[config.mk]
export PLATFORM = sky130hd
export DESIGN_NAME = alu_cc_unit
export DESIGN_NICKNAME = d
export VERILOG_FILES = /design/src/rtl/alu_cc_pkg.sv /design/src/rtl/alu_core.sv /design/src/rtl/cc_reg.sv /design/src/rtl/branch_eval.sv /design/src/rtl/alu_cc_unit.sv
export SDC_FILE = /design/constraint.sdc
export NUM_CORES = 1
export LEC_CHECK = 0
export BUFFER_PORTS_ARGS = -buffer_cell sky130_fd_sc_hd__buf_2
export CAP_MARGIN = 20
export CORE_MARGIN = 1
export CORE_UTILIZATION = 30
export DETAILED_ROUTE_END_ITERATION = 10
export GPL_TIMING_DRIVEN = 0
export SLEW_MARGIN = 15
export SYNTH_ARGS = -nofsm -noshare
export SYNTH_HDL_FRONTEND = slang
export SYNTH_SLANG_ARGS = --single-unit
[constraint.sdc]
create_clock -name clk -period 5 [get_ports clk]
set_clock_uncertainty 0.15 [all_clocks]
set_input_delay 0 -clock clk [delete_from_list [all_inputs] [get_ports clk]]
set_output_delay 0 -clock clk [all_outputs]
set_load 0.01 [all_outputs]
[src/rtl/alu_cc_pkg.sv]
package alu_cc_pkg;

    localparam int DATA_W = 32;
    localparam int FN_W   = 4;
    localparam int COND_W = 4;

    typedef enum logic [FN_W-1:0] {
        FN_ADD = 4'd0,
        FN_SUB = 4'd1,
        FN_AND = 4'd2,
        FN_XOR = 4'd3
    } alu_op_e;

    typedef enum logic [COND_W-1:0] {
        BR_ALWAYS = 4'd0,
        BR_LE     = 4'd1,
        BR_LT     = 4'd2,
        BR_EQ     = 4'd3,
        BR_NE     = 4'd4,
        BR_GE     = 4'd5,
        BR_GT     = 4'd6
    } br_cond_e;

    // Packed order matters: zero is the MSB, overflow the LSB.
    typedef struct packed {
        logic z;
        logic s;
        logic o;
    } cc_t;

    localparam cc_t CC_RESET = '{z: 1'b1, s: 1'b0, o: 1'b0};

    function automatic logic add_ovf(input logic a_neg, input logic b_neg,
                                     input logic r_neg);
        return (a_neg == b_neg) && (r_neg != b_neg);
    endfunction

    // Destination minus source; a_pos means strictly positive.
    function automatic logic sub_ovf(input logic a_pos, input logic b_neg,
                                     input logic r_neg);
        return (a_pos == b_neg) && (r_neg != b_neg);
    endfunction

    function automatic logic cond_eval(input br_cond_e c, input cc_t f);
        logic lt;
        lt = f.s ^ f.o;
        case (c)
            BR_ALWAYS: return 1'b1;
            BR_LE:     return lt | f.z;
            BR_LT:     return lt;
            BR_EQ:     return f.z;
            BR_NE:     return ~f.z;
            BR_GE:     return ~lt;
            BR_GT:     return ~lt & ~f.z;
            default:   return 1'b0;
        endcase
    endfunction

endpackage

[src/rtl/alu_core.sv]
module alu_core
    import alu_cc_pkg::*;
#(
    parameter int W = DATA_W
) (
    input  alu_op_e      op,
    input  logic [W-1:0] a,
    input  logic [W-1:0] b,
    output logic [W-1:0] res,
    output cc_t          nxt
);
    localparam int MSB = W - 1;

    logic a_pos;

    always_comb begin
        a_pos = ~a[MSB] & (|a);
        res   = '0;
        nxt.o = 1'b0;
        case (op)
            FN_ADD: begin
                res   = b + a;
                nxt.o = add_ovf(a[MSB], b[MSB], res[MSB]);
            end
            FN_SUB: begin
                res   = b - a;
                nxt.o = sub_ovf(a_pos, b[MSB], res[MSB]);
            end
            FN_AND: res = b & a;
            FN_XOR: res = b ^ a;
            default: res = '0;
        endcase
        nxt.z = (res == '0);
        nxt.s = res[MSB];
    end
endmodule

[src/rtl/cc_reg.sv]
module cc_reg
    import alu_cc_pkg::*;
(
    input  logic clk,
    input  logic rst,
    input  logic we,
    input  cc_t  d,
    output cc_t  q
);
    always_ff @(posedge clk) begin
        if (rst)
            q <= CC_RESET;
        else if (we)
            q <= d;
    end
endmodule

[src/rtl/branch_eval.sv]
module branch_eval
    import alu_cc_pkg::*;
(
    input  logic [COND_W-1:0] cond,
    input  cc_t               flags,
    output logic              taken
);
    always_comb taken = cond_eval(br_cond_e'(cond), flags);
endmodule

[src/rtl/alu_cc_unit.sv]
module alu_cc_unit
    import alu_cc_pkg::*;
#(
    parameter int DW = DATA_W
) (
    input  logic              clk,
    input  logic              rst,
    input  logic [FN_W-1:0]   alu_fn,
    input  logic [DW-1:0]     op_a,
    input  logic [DW-1:0]     op_b,
    input  logic              flag_we,
    input  logic [COND_W-1:0] br_cond,
    output logic [DW-1:0]     alu_result,
    output logic [2:0]        cc_flags,
    output logic              br_taken
);
    cc_t nxt_cc;
    cc_t cur_cc;

    alu_core #(.W(DW)) u_core (
        .op  (alu_op_e'(alu_fn)),
        .a   (op_a),
        .b   (op_b),
        .res (alu_result),
        .nxt (nxt_cc)
    );

    cc_reg u_cc (
        .clk (clk),
        .rst (rst),
        .we  (flag_we),
        .d   (nxt_cc),
        .q   (cur_cc)
    );

    branch_eval u_br (
        .cond  (br_cond),
        .flags (cur_cc),
        .taken (br_taken)
    );

    assign cc_flags = cur_cc;

    AST_FLAG_LOAD: assert property (@(posedge clk) disable iff (rst)
        flag_we |=> cc_flags == $past(nxt_cc));
    AST_FLAG_HOLD: assert property (@(posedge clk) disable iff (rst)
        !flag_we |=> $stable(cc_flags));
    AST_RESET_VAL: assert property (@(posedge clk)
        rst |=> cc_flags == 3'b100);
    AST_ZERO_SIGN: assert property (@(posedge clk) disable iff (rst)
        nxt_cc.z == (alu_result == '0) && nxt_cc.s == alu_result[DW-1]);
    AST_LOGIC_NO_OVF: assert property (@(posedge clk) disable iff (rst)
        (alu_fn == 4'd2 || alu_fn == 4'd3 || alu_fn > 4'd3) |-> !nxt_cc.o);
    AST_ALWAYS_TAKEN: assert property (@(posedge clk) disable iff (rst)
        br_cond == 4'd0 |-> br_taken);
    AST_UNUSED_COND: assert property (@(posedge clk) disable iff (rst)
        br_cond > 4'd6 |-> !br_taken);
endmodule

==> reports/metrics.csv <==
metric,value,unit
TNS Setup,0,ns
vias in the first global route,6272,
grt total ovfl,0,
root buffer cell,clkbuf_16,
Post-synth EDFFs,0,
drt wl/cell,19.0,um
"Primary FF master, synth",dfxtp_1,
dpl cell area,5900,sq um
Final setup viols,0,
worst vdd ir,0.176,mV
Yosys top cell area share,15.8,%
All-Layer GR Usage,24.0,%
cell area after layout,6000,sq um
Regs by FF count,u_cc.q: 3 flops,
sequential-to-total area share from yosys stat,1.18,%
Hold/Removal Path Class,primary input to primary output,
Syn-to-layout area delta,18.3,%
drt first pass iters,5,
first-pass GRT wire length,33700,um
slew of the pin with the lowest slew margin,0.851,ns
Clk pwr share,15.1,%
CP max FO,5,
number of flip-flops under the largest register name,3,
Max Cap Viol,0,
Synth area leader,ha_1,
Worst Setup Start Kind,primary input,
Ant. Diodes,0,
site row count,47,
Syn. warnings,0,
vias,6726,
crit end category,register,
largest cells by area after synthesis,"ha_1 16%, a21oi_1 6.3%, nor2_1 5.3%",
Final period util,84.3,%
# H-tree levels,1,
die height,132,um
DRC viols,0,
Worst slew margin,42.5,%
Inserted Clock Buffers,3,
post-synthesis average cell area,6.44,sq um
TritonCTS clock tree,built,
Sequential Power Share,3.2,%
P per Cell Area,141,nW/um^2
Post-DP HPWL,17300,um
CTS resizes,0,
Port Buffers,109,
initial core utilization,30.7,%
"Net count, final",1046,
post-route ant nets,0,
core area,16500,sq um
Die X-Extent,132,um
Internal,0.384,mW
drt total wl,21400,um
RSZ-0062 raised after global routing,no,
gp weighted congestion,0.936,
die area,17400,sq um
#FFs+latches synth,3,
worst path arrival time,4.22,ns
Sink Count,3,
Filler Cells Inserted,1846,
Clock Path Buffers,2,
status,"finished, final reports clean",
Clock Latency Late Sink,0.22,ns
DRT iter0 DRCs,760,
WP data required,5.01,ns
switching power,0.461,mW
Syn Std Cell Area,5070,sq um
LEAKAGE,2.74,nW
I/O pin count,111,
share of layout cells above drive strength 1,15.8,%
initial antenna violation count,0,
pin count of the biggest net entering global routing,11,
logic gate share of total power,81.7,%
minimum clock period,4.21,ns
Tot Pwr,0.845,mW
switching share of power,54.5,%
clk slew on worst S/H paths,0.03,ns
most common cell in the synthesized netlist,nor2_1,
Fin. Hold Viols,0,
postcts setup bufs,0,
Biggest register,u_cc.q,
max-slew violations,0,
"top cells by count, synth","72 x nor2_1, 68 x nand2_1, 66 x inv_1",
CTS Hold Buffers Added,3,
synthesized instance count,788,
ys async rst share,0,%
syn_nets,929,
Setup CP Type,primary input to register,
fmax,237,MHz
vias per std cell,5.98,
Yosys cell types,82,
## layout by cell type (no fill, tap or decap), types with 5 or more instances in the layout
cell        n
a21oi_1    64
o21bai_1   12
ha_1       64
o211ai_1   23
nand2_1    68
a211oi_1   10
a221oi_1    6
nand2b_1   14
nor3_1     29
nand4_1    10
and2_1      5
a31oi_1    12
or3_1      11
nor2b_1    12
inv_1      66
o21ai_0    33
a21o_1     13
xnor2_1    16
nor4_1     23
nor2_1     72
mux2i_1    14
a221o_1     6
clkbuf_1   38
and3_1     10
o31ai_1    17
o31a_1      5
nand3_1    18
o21ai_1     7
or4_1       6
buf_2     120
## path summary, 6_finish.rpt
check	start	endpoint	slack (ns)	cells after the start
max	op_a[0]	u_cc.q[2]	0.79	14
max reg2reg	u_cc.q[0]	u_cc.q[0]	3.61	3
min reg2reg	u_cc.q[1]	u_cc.q[1]	0.40	2
min	br_cond[3]	br_taken	0.08	3
## power by group through the flow
stage	Sequential, mW	Combinational [mW]	Clock (mW)
2_1_floorplan	0.0276	0.457	0
3_3_place_gp	0.0272	0.667	0
3_5_place_dp	0.0272	0.668	0
4_1_cts	0.0269	0.673	0.130
5_1_grt	0.0272	0.753	0.132
6_report	0.0269	0.690	0.128
## stage by stage
step / hold slack, ns / setup WS [ns] / util [%] / instances
detailed placement: 0.0482 / 0.710 / 35.7 / 1117
finish: 0.0792 / 0.786 / 36.3 / 1124
floorplan: -0.102 / 1.77 / - / 788
CTS: 0.0817 / 0.901 / 36.3 / 1124
global route: 0.0985 / 0.605 / 36.3 / 1124
global placement: 0.0523 / 0.668 / 35.7 / 1117
## logic make-up after synthesis
group	share of synthesized area, %
XOR/XNOR	3.45
buffers and inverters	9.22
adder cells (fa/ha/maj)	16.6
AND/OR/NAND/NOR	29.5
multiplexers	3.43
AO/OA/AOI/OAI	36.7
flip-flops	1.18
## worst max-delay path: stages
cell and delay, ns:
buf_2 0.13, ha_1 0.21, fa_1 0.37, and2b_1 0.27
o31ai_1 0.12, a211oi_1 0.55, o21a_1 0.38, a21oi_1 0.24
and3_1 0.22, or4_1 0.60, or3_1 0.41, nor3_1 0.31
nand4_1 0.23, o21ai_1 0.16
## layer usage
| metal | track usage [%] | vias up | share of wire, % |
|---|---|---|---|
| met4 | 8.27 | 0 | 3.1 |
| met3 | 3.15 | 55 | 8.2 |
| li1 | - | 3173 | - |
| met2 | 39.7 | 369 | 46 |
| met5 | 0 | - | 0 |
| met1 | 32.0 | 3129 | 43 |
## layout make-up
type	instances	area, sq um	share of cell area, %
clock buffer	4	78.8	1.31
timing repair buffer	112	576	9.59
inverter	67	251	4.19
sequential	3	60.1	1.00
buffer	51	216	3.60
tap	220	275	4.58
multi-input combinational	667	4550	75.7
No activity file was read; power rests on OpenSTA's default activity.
